File: src/rtl/dcs_pkg.sv
package dcs_pkg;
  typedef enum logic [1:0] {
    ST_ACQ    = 2'd0,
    ST_READY  = 2'd1,
    ST_CONV_A = 2'd2,
    ST_CONV_B = 2'd3
  } seq_state_e;
endpackage

File: src/rtl/dcs_fall_det.sv
module dcs_fall_det (
  input  logic clk_i,
  input  logic rst_ni,
  input  logic sig_i,
  output logic fall_o
);
  logic prev_q;

  always_ff @(posedge clk_i or negedge rst_ni) begin
    if (!rst_ni) prev_q <= 1'b1;
    else         prev_q <= sig_i;
  end

  assign fall_o = prev_q & ~sig_i;
endmodule

File: src/rtl/dcs_seq_fsm.sv
module dcs_seq_fsm
  import dcs_pkg::*;
#(
  parameter int ACQ_CYC  = 6,
  parameter int CONV_CYC = 10,
  parameter int EOC_CYC  = 2
) (
  input  logic clk_i,
  input  logic rst_ni,
  input  logic abort_i,
  input  logic start_fall_i,
  input  logic start_lvl_ni,
  input  logic impulse_i,
  input  logic pwr_down_i,
  output logic busy_o,
  output logic eoc_no,
  output logic cap_a_o,
  output logic commit_o
);
  localparam int CNT_MAX = (ACQ_CYC > CONV_CYC) ? ACQ_CYC : CONV_CYC;
  localparam int CNT_W   = $clog2(CNT_MAX + 1);
  localparam logic [CNT_W-1:0] ACQ_LAST  = CNT_W'(ACQ_CYC - 1);
  localparam logic [CNT_W-1:0] CONV_LAST = CNT_W'(CONV_CYC - 1);
  localparam logic [CNT_W-1:0] EOC_FROM  = CNT_W'(CONV_CYC - EOC_CYC);

  seq_state_e       state_q, state_d;
  logic [CNT_W-1:0] cnt_q, cnt_d;
  logic             in_conv, conv_last, acq_done, go;

  assign in_conv   = (state_q == ST_CONV_A) || (state_q == ST_CONV_B);
  assign conv_last = in_conv && (cnt_q == CONV_LAST);
  assign acq_done  = (state_q == ST_ACQ) && (cnt_q == ACQ_LAST);
  // edge start when ready, level start at acquisition end in impulse mode
  assign go = !pwr_down_i &&
              (((state_q == ST_READY) && start_fall_i) ||
               (acq_done && impulse_i && !start_lvl_ni));

  always_comb begin
    state_d = state_q;
    cnt_d   = cnt_q + 1'b1;
    unique case (state_q)
      ST_ACQ: if (acq_done) begin
        state_d = go ? ST_CONV_A : ST_READY;
        cnt_d   = '0;
      end
      ST_READY: begin
        cnt_d = '0;
        if (go) state_d = ST_CONV_A;
      end
      ST_CONV_A: if (conv_last) begin
        state_d = ST_CONV_B;
        cnt_d   = '0;
      end
      ST_CONV_B: if (conv_last) begin
        state_d = ST_ACQ;
        cnt_d   = '0;
      end
      default: begin
        state_d = ST_ACQ;
        cnt_d   = '0;
      end
    endcase
    if (abort_i) begin
      state_d = ST_ACQ;
      cnt_d   = '0;
    end
  end

  always_ff @(posedge clk_i or negedge rst_ni) begin
    if (!rst_ni) begin
      state_q <= ST_ACQ;
      cnt_q   <= '0;
    end else begin
      state_q <= state_d;
      cnt_q   <= cnt_d;
    end
  end

  assign busy_o   = in_conv;
  assign eoc_no   = ~(in_conv && (cnt_q >= EOC_FROM));
  assign cap_a_o  = (state_q == ST_CONV_A) && conv_last && !abort_i;
  assign commit_o = (state_q == ST_CONV_B) && conv_last && !abort_i;


  start_ack_chk: assert property (@(posedge clk_i) disable iff (!rst_ni)
    (state_q == ST_READY && start_fall_i && !pwr_down_i && !abort_i) |=> busy_o);

  busy_drop_chk: assert property (@(posedge clk_i) disable iff (!rst_ni)
    commit_o |=> !busy_o);

  eoc_in_busy_chk: assert property (@(posedge clk_i) disable iff (!rst_ni)
    !eoc_no |-> busy_o);

  acq_hold_chk: assert property (@(posedge clk_i) disable iff (!rst_ni)
    (state_q == ST_ACQ && cnt_q != ACQ_LAST && !abort_i) |=> !busy_o);

  impulse_chk: assert property (@(posedge clk_i) disable iff (!rst_ni)
    (acq_done && impulse_i && !start_lvl_ni && !pwr_down_i && !abort_i) |=> busy_o);

  pd_block_chk: assert property (@(posedge clk_i) disable iff (!rst_ni)
    (pwr_down_i && !busy_o) |=> !busy_o);

  abort_chk: assert property (@(posedge clk_i) disable iff (!rst_ni)
    abort_i |=> (!busy_o && eoc_no));
endmodule

File: src/rtl/dcs_result_reg.sv
module dcs_result_reg #(
  parameter int DATA_W = 16
) (
  input  logic                  clk_i,
  input  logic                  rst_ni,
  input  logic                  cap_a_i,
  input  logic                  commit_i,
  input  logic [DATA_W-1:0]     res_a_i,
  input  logic [DATA_W-1:0]     res_b_i,
  output logic [2*DATA_W-1:0]   data_o
);
  logic [DATA_W-1:0] hold_a_q;

  always_ff @(posedge clk_i or negedge rst_ni) begin
    if (!rst_ni) begin
      hold_a_q <= '0;
      data_o   <= '0;
    end else begin
      if (cap_a_i)  hold_a_q <= res_a_i;
      if (commit_i) data_o   <= {hold_a_q, res_b_i};
    end
  end


  hold_chk: assert property (@(posedge clk_i) disable iff (!rst_ni)
    !commit_i |=> $stable(data_o));
endmodule

File: src/rtl/dual_conv_seq.sv
module dual_conv_seq #(
  parameter int DATA_W   = 16,
  parameter int ACQ_CYC  = 6,
  parameter int CONV_CYC = 10,
  parameter int EOC_CYC  = 2
) (
  input  logic                clk_i,
  input  logic                rst_ni,
  input  logic                abort_i,
  input  logic                start_ni,
  input  logic                impulse_i,
  input  logic                pwr_down_i,
  input  logic [DATA_W-1:0]   res_a_i,
  input  logic [DATA_W-1:0]   res_b_i,
  output logic                busy_o,
  output logic                eoc_no,
  output logic [2*DATA_W-1:0] data_o
);
  logic start_fall, cap_a, commit;

  dcs_fall_det u_fall (
    .clk_i  (clk_i),
    .rst_ni (rst_ni),
    .sig_i  (start_ni),
    .fall_o (start_fall)
  );

  dcs_seq_fsm #(
    .ACQ_CYC  (ACQ_CYC),
    .CONV_CYC (CONV_CYC),
    .EOC_CYC  (EOC_CYC)
  ) u_fsm (
    .clk_i        (clk_i),
    .rst_ni       (rst_ni),
    .abort_i      (abort_i),
    .start_fall_i (start_fall),
    .start_lvl_ni (start_ni),
    .impulse_i    (impulse_i),
    .pwr_down_i   (pwr_down_i),
    .busy_o       (busy_o),
    .eoc_no       (eoc_no),
    .cap_a_o      (cap_a),
    .commit_o     (commit)
  );

  dcs_result_reg #(
    .DATA_W (DATA_W)
  ) u_res (
    .clk_i    (clk_i),
    .rst_ni   (rst_ni),
    .cap_a_i  (cap_a),
    .commit_i (commit),
    .res_a_i  (res_a_i),
    .res_b_i  (res_b_i),
    .data_o   (data_o)
  );
endmodule

File: config.mk
export PLATFORM = sky130hd
export DESIGN_NAME = dual_conv_seq
export DESIGN_NICKNAME = d
export VERILOG_FILES = /design/src/rtl/dcs_pkg.sv /design/src/rtl/dcs_fall_det.sv /design/src/rtl/dcs_seq_fsm.sv /design/src/rtl/dcs_result_reg.sv /design/src/rtl/dual_conv_seq.sv
export SDC_FILE = /design/constraint.sdc
export NUM_CORES = 1
export LEC_CHECK = 0
export BUFFER_PORTS_ARGS = -buffer_cell sky130_fd_sc_hd__buf_2
export CAP_MARGIN = 40
export CORE_AREA = 8 8 77 93
export CTS_CLUSTER_SIZE = 14
export DETAILED_ROUTE_END_ITERATION = 8
export DIE_AREA = 0 0 85 101
export GPL_ROUTABILITY_DRIVEN = 0
export PLACE_DENSITY_LB_ADDON = 0.25
export SYNTH_ARGS = -nofsm -noshare
export SYNTH_HDL_FRONTEND = slang
export SYNTH_SLANG_ARGS = --single-unit
File: constraint.sdc
create_clock -name clk_i -period 1.74 [get_ports clk_i]
set_input_delay 0.087 -clock clk_i [delete_from_list [all_inputs] [get_ports clk_i]]
set_output_delay 0.087 -clock clk_i [all_outputs]
set_load 0.01 [all_outputs]
==> results.rst <==
.. list-table::
   :header-rows: 1

   * - Metric
     - Value
   * - Run status
     - finished with violations
   * - Violations in the final reports
     - setup timing
   * - P_int
     - between 1.5 and 2 mW
   * - Number of distinct library cell variants in the gate-level netlist after synthesis
     - 29
   * - Minimum clock period
     - 1.796 ns
   * - Largest net degree at the start of global routing
     - 23
   * - Share of power burned in the clock network
     - between 30 and 40%
   * - PnR worst setup slack
     - -0.05551 ns
   * - Critical path launch point type
     - register
   * - Nets in the synthesized netlist
     - 204
   * - Arrival time at the worst endpoint
     - about 2.0 ns
   * - Start-to-end type of the worst setup path
     - register to register
   * - Part of the total power dissipated in combinational logic
     - 18.5%
   * - Most used cells in the layout excluding fill and tap cells
     - buf_2 (70), dfrtp_1 (54), mux2_2 (46)
   * - Unrepaired setup endpoints after global routing
     - yes
   * - Insertion delay of the later-clocked pin in the worst-skew pair
     - slightly below 0.3 ns
   * - Hold Vio Cnt, Final
     - 0
   * - Net switching fraction of the power
     - approximately a quarter
   * - Final non-filler cell area
     - between 0.003 and 0.004 mm²
   * - Vias
     - 1,540
   * - Overall power after layout
     - approximately 2.6 mW
   * - Area growth, synth to finish
     - 30.17%
   * - Slew margin rel.
     - approximately two thirds
   * - DP HPWL
     - between 3000 and 4000 µm
   * - Crit-path max FO
     - 3
   * - Pin slew with the least headroom to its limit
     - just over 0.5 ns
   * - Synthesized-area fraction occupied by xor and xnor cells
     - less than 1%
   * - Fraction of the core area covered by cells at the end of the flow
     - ~52%
   * - Placeable core region
     - around 0.0058 mm²
   * - Ports
     - just over 70
   * - Routed length per instance
     - 15.75 µm
   * - Basic-gate share of the synthesized area counting and, or, nand and nor cells
     - under 10%
   * - Diodes inserted
     - 0
   * - Synthesized area
     - ~0.0023 mm²
   * - Vias in the first global route
     - 1,691
   * - Clock sink total
     - 55
   * - Total DRC errors in the routed layout
     - 0
   * - Dpl cell area
     - approximately 0.0028 mm²
   * - Antenna viol nets, final
     - 0
   * - Setup skew after layout
     - approximately 0.0061 ns
   * - Clock transition at the register clock pins on the worst setup and hold paths after CTS
     - around 0.09 ns
   * - Initial antenna violation count
     - 0
   * - Hold crit path type
     - input port to register
   * - H-tree levels
     - 2
   * - Compound-gate portion of the synthesized area
     - between 4 and 5%
   * - Number of optimization iterations in the first detailed-route pass
     - 3
   * - Worst voltage drop across the vdd grid
     - between 0.4 and 0.5 mV
   * - Final setup violation count
     - 2
   * - Routed wire length
     - about 4900 µm
   * - All-Layer GR Usage
     - 11.87%
   * - Combinational family with the most area after synthesis
     - multiplexers
   * - Cell at the root of the clock tree
     - clkbuf_8
   * - Global-route wire length before repair
     - around 8200 µm
   * - Largest buffer count on any clock path
     - 2
   * - TNS Setup
     - -0.08296 ns
   * - Average footprint of a synthesized cell
     - 14.70 µm²
   * - Crit. Startpoint
     - u_fsm.state_q[0]
   * - Initial core utilization
     - approximately 40%
   * - Multiplexer share of the synthesized area
     - between 20% and 30%
   * - Post-Syn Instances
     - about 160
   * - Total congestion overflow after global routing
     - 0
   * - Synth Area in Adders
     - 4.310%
   * - Yosys Warn Count
     - 0
   * - DIE HEIGHT
     - approximately 100 µm
   * - Post-synthesis register bit count
     - between 50 and 60
   * - Final worst path period share
     - 103.2%
   * - Max-cap violation count
     - 0
   * - Number of pins exceeding their max-slew limit in the final report
     - 0
   * - Number of clock buffers inserted by TritonCTS
     - 5
   * - Post-synthesis sequential area ratio
     - 59.32%
   * - NumNets Final
     - 293
   * - Share of cells above drive strength 1
     - around three fifths
   * - Standard-cell row count
     - 31
   * - Endpoint type of the worst setup path
     - register
   * - First DRT Iteration DRCs
     - 35
   * - Commonest non-fill, non-tap cell in the layout
     - buf_2
   * - Ratio of total power to cell area
     - approximately 870 mW/mm²
   * - Vias per cell
     - between 4 and 5
   * - Net switching power
     - ~0.67 mW
   * - Worst endpoint required time
     - just under 2 ns
   * - Worst reg2reg path startpoint
     - u_fsm.state_q[0]
   * - CTS tree
     - built
   * - Worst min-delay path startpoint
     - res_a_i[7]
   * - Port Buf Inserts
     - 71
   * - Top achievable clock speed
     - approximately 560 MHz
   * - Sequential Power Share
     - 51.1%
   * - Width of the chip
     - around 85 µm
   * - Static leakage power
     - 1.688 nW
   * - Total die area
     - about 0.0086 mm²
layout make-up:
class | instances | area (µm²)
Fill cell | 533 | 2756
Sequential cell | 55 | 1378
Multi-Input combinational cell | 92 | 918.4
Timing Repair Buffer | 86 | 515.5
Tap cell | 66 | 82.58
Clock buffer | 6 | 72.57
Clock inverter | 1 | 30.03
Inverter | 7 | 26.28
power by group through the flow:
stage | clock network, mW | logic, mW | registers, mW
after global routing | 0.877 | 0.547 | 1.36
after CTS | 0.840 | 0.476 | 1.35
final | 0.802 | 0.488 | 1.35
after floorplan | 0 | 0.267 | 1.37
after global placement | 0 | 0.456 | 1.37
after detailed placement | 0 | 0.466 | 1.37
path summary, 6_finish.rpt:
kind                            depth (start not counted)  slack (ns)           endpoint
worst max-delay path                                    5       -0.06   u_fsm.state_q[1]
worst min-delay path                                    2        0.02  u_res.hold_a_q[7]
worst max register to register                          5       -0.06   u_fsm.state_q[1]
worst min register to register                          1        0.50    u_res.data_o[5]
max in group asynchronous                               3        0.87    u_res.data_o[2]
min in group asynchronous                               2        0.30  u_res.hold_a_q[7]
worst max-delay path: stages, from the launching register on:
cell and delay (ns):
dfrtp_1 0.42, ha_2 0.20, or4b_4 0.54, o211ai_2 0.20, a21oi_1 0.09, a311oi_1 0.24
routing by layer:
layer  track usage, %  part of all wire, %
met3            4.812                  7.6
met5                0                    0
met4            4.121                 0.57
met2            19.34                   50
met1            13.73                   42
repair_timing:
item                                    CTS  global route
cloned                                    0             0
hold endpoints to repair                 23             1
resized for setup                         3             8
pin swaps                                 5             1
hold buffers                              4             1
endpoints found under the setup margin    2            35
buffers inserted                          0             0
sequential cells by signal (all words and copies together) (netlist names):
| name | flops |
|---|---|
| u_fall.prev_q | 1 |
| u_fsm.cnt_q | 4 |
| u_fsm.state_q | 2 |
| u_res.data_o | 32 |
| u_res.hold_a_q | 16 |
stage by stage:
step | worst slack (ns) | hold WS (ns) | std cells
2_1_floorplan | 0.009572 | -0.2086 | 158
5_1_grt | -0.1405 | 0.0003271 | 313
4_1_cts | -0.04866 | 0.001283 | 312
6_report | -0.05551 | 0.01821 | 313
3_5_place_dp | -0.09261 | 0.08495 | 301
3_3_place_gp | -0.01673 | 0.08281 | 301
cell families (layout without fill, tap and decap cells):
kind of cell / count (synthesis) / in the layout
simple gates: 23 / 23
compound gates: 11 / 11
mux: 48 / 48
flops: 55 / 55
fa+ha+maj: 8 / 8
xor+xnor: 2 / 2
buf+inv: 11 / 100
cells in the mapped netlist (all sizes together):
| cell | count | area (µm²) |
|---|---|---|
| a2bb2oi | 1 | 8.760 |
| or3 | 1 | 6.260 |
| or4bb | 2 | 22.52 |
| xor2 | 1 | 8.760 |
| nand3 | 2 | 10.01 |
| nor2 | 6 | 22.52 |
| nand3b | 1 | 7.510 |
| nand4b | 1 | 8.760 |
| a311oi | 1 | 8.760 |
| o211a | 2 | 20.02 |
| nand2 | 5 | 21.27 |
| o2111ai | 1 | 8.760 |
| or3b | 2 | 17.52 |
| mux2 | 48 | 540.5 |
| ha | 8 | 100.1 |
| nor4bb | 1 | 10.01 |
| a21oi | 2 | 10.01 |
| o21ai | 1 | 5.000 |
| xnor2 | 1 | 8.760 |
| inv | 7 | 26.28 |
| dfrtp | 54 | 1351 |
| o211ai | 2 | 25.02 |
| dfstp | 1 | 26.28 |
| buf | 4 | 20.02 |
| a21o | 1 | 7.510 |
| or2 | 1 | 6.260 |
| or4b | 1 | 13.76 |
Power figures use the tool's default switching activity.
